==> src/rtl/vec_serial_alu.sv <==
module vec_serial_alu #(
  parameter int NREG  = 8,
  parameter int NELEM = 16,
  parameter int W     = 16,
  parameter int LAT   = 6,
  localparam int RW = $clog2(NREG),
  localparam int IW = $clog2(NELEM),
  localparam int LW = $clog2(NELEM + 1)
) (
  input  logic             clk,
  input  logic             rst_n,
  input  logic             start,
  input  logic [1:0]       op,
  input  logic             use_scalar,
  input  logic [RW-1:0]    src_a,
  input  logic [RW-1:0]    src_b,
  input  logic [RW-1:0]    dst,
  input  logic [W-1:0]     scalar,
  input  logic [LW-1:0]    vlen,
  input  logic [NELEM-1:0] vmask,
  output logic             busy,
  output logic             done,
  output logic [RW-1:0]    rd_reg_a,
  output logic [RW-1:0]    rd_reg_b,
  output logic [IW-1:0]    rd_idx,
  input  logic [W-1:0]     rd_data_a,
  input  logic [W-1:0]     rd_data_b,
  output logic             wr_en,
  output logic [RW-1:0]    wr_reg,
  output logic [IW-1:0]    wr_idx,
  output logic [W-1:0]     wr_data,
  output logic             mask_we,
  output logic [NELEM-1:0] mask_data
);

  localparam logic [1:0] OP_ADD = 2'd0;
  localparam logic [1:0] OP_MUL = 2'd1;
  localparam logic [1:0] OP_TST = 2'd2;

  logic             busy_q, done_q, iss_q, us_q;
  logic [IW-1:0]    cnt_q;
  logic [1:0]       op_q;
  logic [RW-1:0]    sa_q, sb_q, d_q;
  logic [W-1:0]     sc_q;
  logic [LW-1:0]    len_q;
  logic [NELEM-1:0] msk_q, macc_q;

  logic [LAT-1:0]   pv, pm, pz;
  logic [W-1:0]     pr [LAT];
  logic [IW-1:0]    pi [LAT];

  logic [W-1:0]     opb, res1;
  logic [2*W-1:0]   prod;
  logic [LW-1:0]    vlen_c;
  logic             last_iss, drained;

  assign opb      = us_q ? sc_q : rd_data_b;
  assign prod     = rd_data_a * opb;
  assign res1     = (op_q == OP_MUL) ? prod[W-1:0] : rd_data_a + opb;
  assign vlen_c   = (vlen > LW'(NELEM)) ? LW'(NELEM) : vlen;
  assign last_iss = (LW'(cnt_q) + LW'(1)) == len_q;
  assign drained  = !iss_q && (pv[LAT-2:0] == '0);

  always_ff @(posedge clk or negedge rst_n) begin
    if (!rst_n) begin
      busy_q <= 1'b0;
      done_q <= 1'b0;
      iss_q  <= 1'b0;
      cnt_q  <= '0;
      op_q   <= OP_ADD;
      us_q   <= 1'b0;
      sa_q   <= '0;
      sb_q   <= '0;
      d_q    <= '0;
      sc_q   <= '0;
      len_q  <= '0;
      msk_q  <= '0;
      macc_q <= '0;
    end else begin
      done_q <= 1'b0;
      if (!busy_q) begin
        if (start) begin
          busy_q <= 1'b1;
          iss_q  <= (vlen_c != '0);
          cnt_q  <= '0;
          op_q   <= op;
          us_q   <= use_scalar;
          sa_q   <= src_a;
          sb_q   <= src_b;
          d_q    <= dst;
          sc_q   <= scalar;
          len_q  <= vlen_c;
          msk_q  <= vmask;
          macc_q <= '0;
        end
      end else begin
        if (iss_q) begin
          cnt_q <= cnt_q + 1'b1;
          if (last_iss) iss_q <= 1'b0;
        end
        if (pv[LAT-1] && op_q == OP_TST) macc_q[pi[LAT-1]] <= pz[LAT-1];
        if (drained) begin
          busy_q <= 1'b0;
          done_q <= 1'b1;
        end
      end
    end
  end

  always_ff @(posedge clk or negedge rst_n) begin
    if (!rst_n) pv <= '0;
    else        pv <= {pv[LAT-2:0], busy_q & iss_q};
  end

  always_ff @(posedge clk) begin
    pr[0] <= res1;
    pi[0] <= cnt_q;
    pz[0] <= (rd_data_a == '0);
    pm[0] <= msk_q[cnt_q];
    for (int s = 1; s < LAT; s++) begin
      pr[s] <= pr[s-1];
      pi[s] <= pi[s-1];
      pz[s] <= pz[s-1];
      pm[s] <= pm[s-1];
    end
  end

  assign busy      = busy_q;
  assign done      = done_q;
  assign rd_reg_a  = sa_q;
  assign rd_reg_b  = sb_q;
  assign rd_idx    = cnt_q;
  assign wr_en     = pv[LAT-1] & pm[LAT-1] & (op_q != OP_TST);
  assign wr_reg    = d_q;
  assign wr_idx    = pi[LAT-1];
  assign wr_data   = pr[LAT-1];
  assign mask_we   = done_q & (op_q == OP_TST);
  assign mask_data = macc_q;


  wr_busy_chk: assert property (@(posedge clk) disable iff (!rst_n) wr_en |-> busy);

  done_pulse_chk: assert property (@(posedge clk) disable iff (!rst_n) done |=> !done);

  mask_we_chk: assert property (@(posedge clk) disable iff (!rst_n) mask_we |-> (done && !wr_en));

  wb_order_chk: assert property (@(posedge clk) disable iff (!rst_n)
    (pv[LAT-1] && $past(pv[LAT-1])) |-> (pi[LAT-1] == $past(pi[LAT-1]) + 1'b1));

  wr_len_chk: assert property (@(posedge clk) disable iff (!rst_n) wr_en |-> (LW'(wr_idx) < len_q));

  accept_chk: assert property (@(posedge clk) disable iff (!rst_n) (start && !busy) |=> busy);

endmodule

==> config.mk <==
export PLATFORM = sky130hd
export DESIGN_NAME = vec_serial_alu
export DESIGN_NICKNAME = d
export VERILOG_FILES = /design/src/rtl/vec_serial_alu.sv
export SDC_FILE = /design/constraint.sdc
export NUM_CORES = 1
export LEC_CHECK = 0
export BUFFER_PORTS_ARGS = -buffer_cell sky130_fd_sc_hd__buf_2
export CAP_MARGIN = 30
export CORE_ASPECT_RATIO = 1.5
export CORE_UTILIZATION = 55
export CTS_BUF_LIST = sky130_fd_sc_hd__clkbuf_8
export CTS_CLUSTER_SIZE = 12
export DETAILED_ROUTE_END_ITERATION = 7
export GPL_ROUTABILITY_DRIVEN = 1
export HOLD_SLACK_MARGIN = 0.1
export PLACE_DENSITY = 0.86
export SLEW_MARGIN = 20
export SYNTH_ARGS = -nofsm -noshare
export SYNTH_HDL_FRONTEND = slang
export SYNTH_SLANG_ARGS = --single-unit
export TNS_END_PERCENT = 30
==> constraint.sdc <==
create_clock -name clk -period 5.9 [get_ports clk]
set_input_delay 0.885 -clock clk [delete_from_list [all_inputs] [get_ports clk]]
set_output_delay 0.885 -clock clk [all_outputs]
set_load 0.01 [all_outputs]
==> impl_metrics.py <==
metrics = {
    "critical_path": {
        "path_class": "flop to flop",
        "timing.rr.start": "us_q",
        "crit_path_frequent_cell": "fa_1",
        "required_ns": 6.31,
        "crit_fanout": 8,
        "worstSetupEndpointType": "flop",
        "slowest_delay_ns": 0.55,
        "cpMaxStageDelayCell": "fa_1",
        "crit_path_start_kind": "flop",
        "arrival_ns": 6.27,
        "critPathLaunch": "us_q",
    },
    "floorplan": {
        "die_height_um": 175.0,
        "initial_core_util_pct": 56.81,
        "num_rows": 62,
        "die_area_um2": 20530,
        "fp.dieW_um": 117.3,
        "num_io_pins": 137,
        "core_um2": 19320,
    },
    "sta": {
        "whs_ns": 0.2529,
        "drv_slew": 0,
        "finalCritPeriodShare_pct": 99.34,
        "finalHoldViolCount": 0,
        "rsz0062_at_grt": "yes",
        "finalClockSkew_ns": 0.06124,
        "fmax_mhz": 170.6,
        "slew_headroom_pct": 42.52,
        "worst_slew_pin_slew_ns": 0.8622,
        "finalSetupViolations": 0,
        "period_needed_ns": 5.861,
    },
    "cts": {
        "h-tree-depth": 1,
        "clock-sinks": 210,
        "clk_pin_slew_ns": 0.08,
        "clock_latency_ns": 0.57,
        "cts_buffers": 29,
        "ctsHoldBuffers": 0,
        "cts_tree": "done",
        "clockBufferDepth": 3,
        "root_buffer": "clkbuf_8",
    },
    "global_routing": {
        "antenna_found_initial": 2,
        "grt_pass1_wl_um": 44020,
        "grt_use_total_pct": 27.57,
        "grt_pass1_vias": 8914,
        "grt_max_degree": 79,
        "grt_overflow": 0,
    },
    "route": {
        "dr.pass1.iters": 5,
        "drt_iter0_markers": 572,
        "routedWlPerCell_um": 17.83,
        "drt_drc_violations_left": 0,
        "wirelength_um": 28040,
        "via_count": 8594,
        "vias_per_cell": 5.463,
        "ant_nets": 0,
    },
    "placement": {
        "dp.cells": 1506,
        "gp_congestion": 0.9967,
        "portBuffers": 136,
        "hpwl_um": 20700,
    },
    "logic_synthesis": {
        "ys.flop_type": "dfxtp_1",
        "yosysUniqueCellTypes": 50,
        "ys_top_cells_by_area": "dfxtp_1 (24%), dfrtp_1 (18%), fa_1 (15%)",
        "synth_edf_count": 0,
        "synth-seq-cells": 210,
        "ys_warn_count": 0,
        "netlist_area_um2": 10970,
        "synthArstFlopShare_pct": 37.14,
        "syn_avg_cell_area_um2": 10.02,
        "netlist.area_leader.share_pct": 24.08,
        "ys_seq_area_share_pct": 41.87,
        "synth_cells": 1095,
        "synth_top_area_cell": "dfxtp_1",
        "synth_nets": 1326,
    },
    "cells_and_area": {
        "fin_nets": 1524,
        "largest_register_ffs": 96,
        "post-route-util_pct": 68.48,
        "fin_cells": 1573,
        "synthToLayoutAreaGrowth_pct": 20.55,
        "drive_gt1_share_pct": 23.35,
        "reg_top3": "pr (96), pi (24)",
        "largest-register": "pr",
    },
    "flow_run": {
        "cap_violations": 0,
    },
    "run_status": {
        "status": "finished clean",
    },
    "hold_path": {
        "hp-class": "input port to async pin",
    },
}
==> timing repair <==
item / CTS / global route
gates resized for setup: 5 / 26
setup endpoints to repair: 2 / 4
buffers inserted: 3 / 8
pin swaps: 2 / 17
==> Yosys cell counts, types with 2 or more instances <==
cell	instances
and3_1	5
and2_1	66
a21o_1	4
mux2_2	8
inv_1	119
mux2i_1	4
ha_1	67
nand3_1	7
a2111oi_0	2
xor2_1	17
dfxtp_1	132
nor3_1	13
mux4_2	5
nor4_1	5
fa_1	80
dfrtp_1	78
o22ai_1	3
nand3b_1	6
xnor2_1	38
o21a_1	3
nor2b_1	5
o21bai_1	2
or2_2	2
a21oi_1	22
a211oi_1	6
a22o_1	16
buf_1	2
clkbuf_1	34
mux2_4	6
buf_6	2
nor2_1	35
nand2_2	2
nand2_1	219
a31oi_1	5
nand2b_1	11
o21ai_0	50
==> through the flow <==
stage          setup WS [ns]     TNS, ns  cell area [µm²]
2_1_floorplan      0.0004037           0            11040
3_3_place_gp         -0.1744     -0.4533            12320
3_5_place_dp         -0.3402     -0.8511            12340
4_1_cts           -0.0002567  -0.0002567            13000
5_1_grt              -0.1428     -0.1428            13230
6_report             0.03903           0            13230
==> area by class of cell <==
| type | instances | area [µm²] |
|---|---|---|
| Tap cell | 256 | 320.3 |
| Fill cell | 1362 | 6088 |
| Timing Repair Buffer | 206 | 1281 |
| Clock buffer | 37 | 509.2 |
| Clock inverter | 16 | 102.6 |
| Multi-Input combinational cell | 726 | 5962 |
| Inverter | 120 | 452.9 |
| Sequential cell | 210 | 4594 |
| Antenna cell | 2 | 5.005 |
==> kinds of logic after synthesis <==
logic type / share of synthesized area, %
adder cells (fa/ha/maj): 22.23
XOR/XNOR: 4.743
buffers and inverters: 5.587
flip-flops: 41.87
AND/OR/NAND/NOR: 15.84
multiplexers: 3.159
AO/OA/AOI/OAI: 6.568
==> worst max-delay path, delay by kind of cell, from the launching register on <==
| kind | cells | cell delay [ns] |
|---|---|---|
| multiplexers | 1 | 0.27 |
| AND/OR/NAND/NOR | 4 | 0.37 |
| buffers and inverters | 8 | 0.76 |
| flip-flops | 1 | 0.40 |
| adder cells (fa/ha/maj) | 7 | 2.90 |
| AO/OA/AOI/OAI | 4 | 0.79 |
| XOR/XNOR | 1 | 0.19 |
==> worst paths after layout <==
| kind | endpoint | slack, ns | cells past startpoint |
|---|---|---|---|
| max reg2reg | pr[0][15] | 0.04 | 25 |
| max in group asynchronous | msk_q[13] | 5.07 | 2 |
| max | pr[0][15] | 0.04 | 25 |
| min in group clk | pi[2][2] | 0.32 | 0 |
| min reg2reg | pi[2][2] | 0.32 | 0 |
| min | done | 0.25 | 1 |
==> layer usage <==
metal	up-vias	track usage, %	part of all wire (%)	wire (µm)
met2	406	50.84	51	14330
met1	4150	27.48	33	9221
li1	3876	-	-	-
met3	162	3.460	5.6	1579
met5	-	0	0	0
met4	0	22.89	10	2911
==> cells in the final DEF, fill, tap and decap left out, types with 4 or more instances in the layout <==
cell,n
mux2i_1,4
nand2b_1,10
and2_4,4
xor2_1,16
ha_1,58
nand2_1,218
nor3_1,11
a22o_1,16
a21oi_1,22
buf_4,66
and3_1,5
xnor2_1,36
clkbuf_8,37
nand3b_1,6
dfxtp_1,132
a211oi_1,5
a21o_1,4
inv_1,127
o21ai_0,49
buf_2,135
and2_1,62
clkinv_2,4
fa_2,4
fa_1,76
mux4_2,5
dfrtp_1,78
ha_4,6
nor2b_1,4
nor4_1,5
nand3_1,7
nor2_1,34
mux2_2,5
mux2_4,9
Power is not shown: default switching activity piles up to over one toggle a cycle in this logic, so the estimate is an artifact.
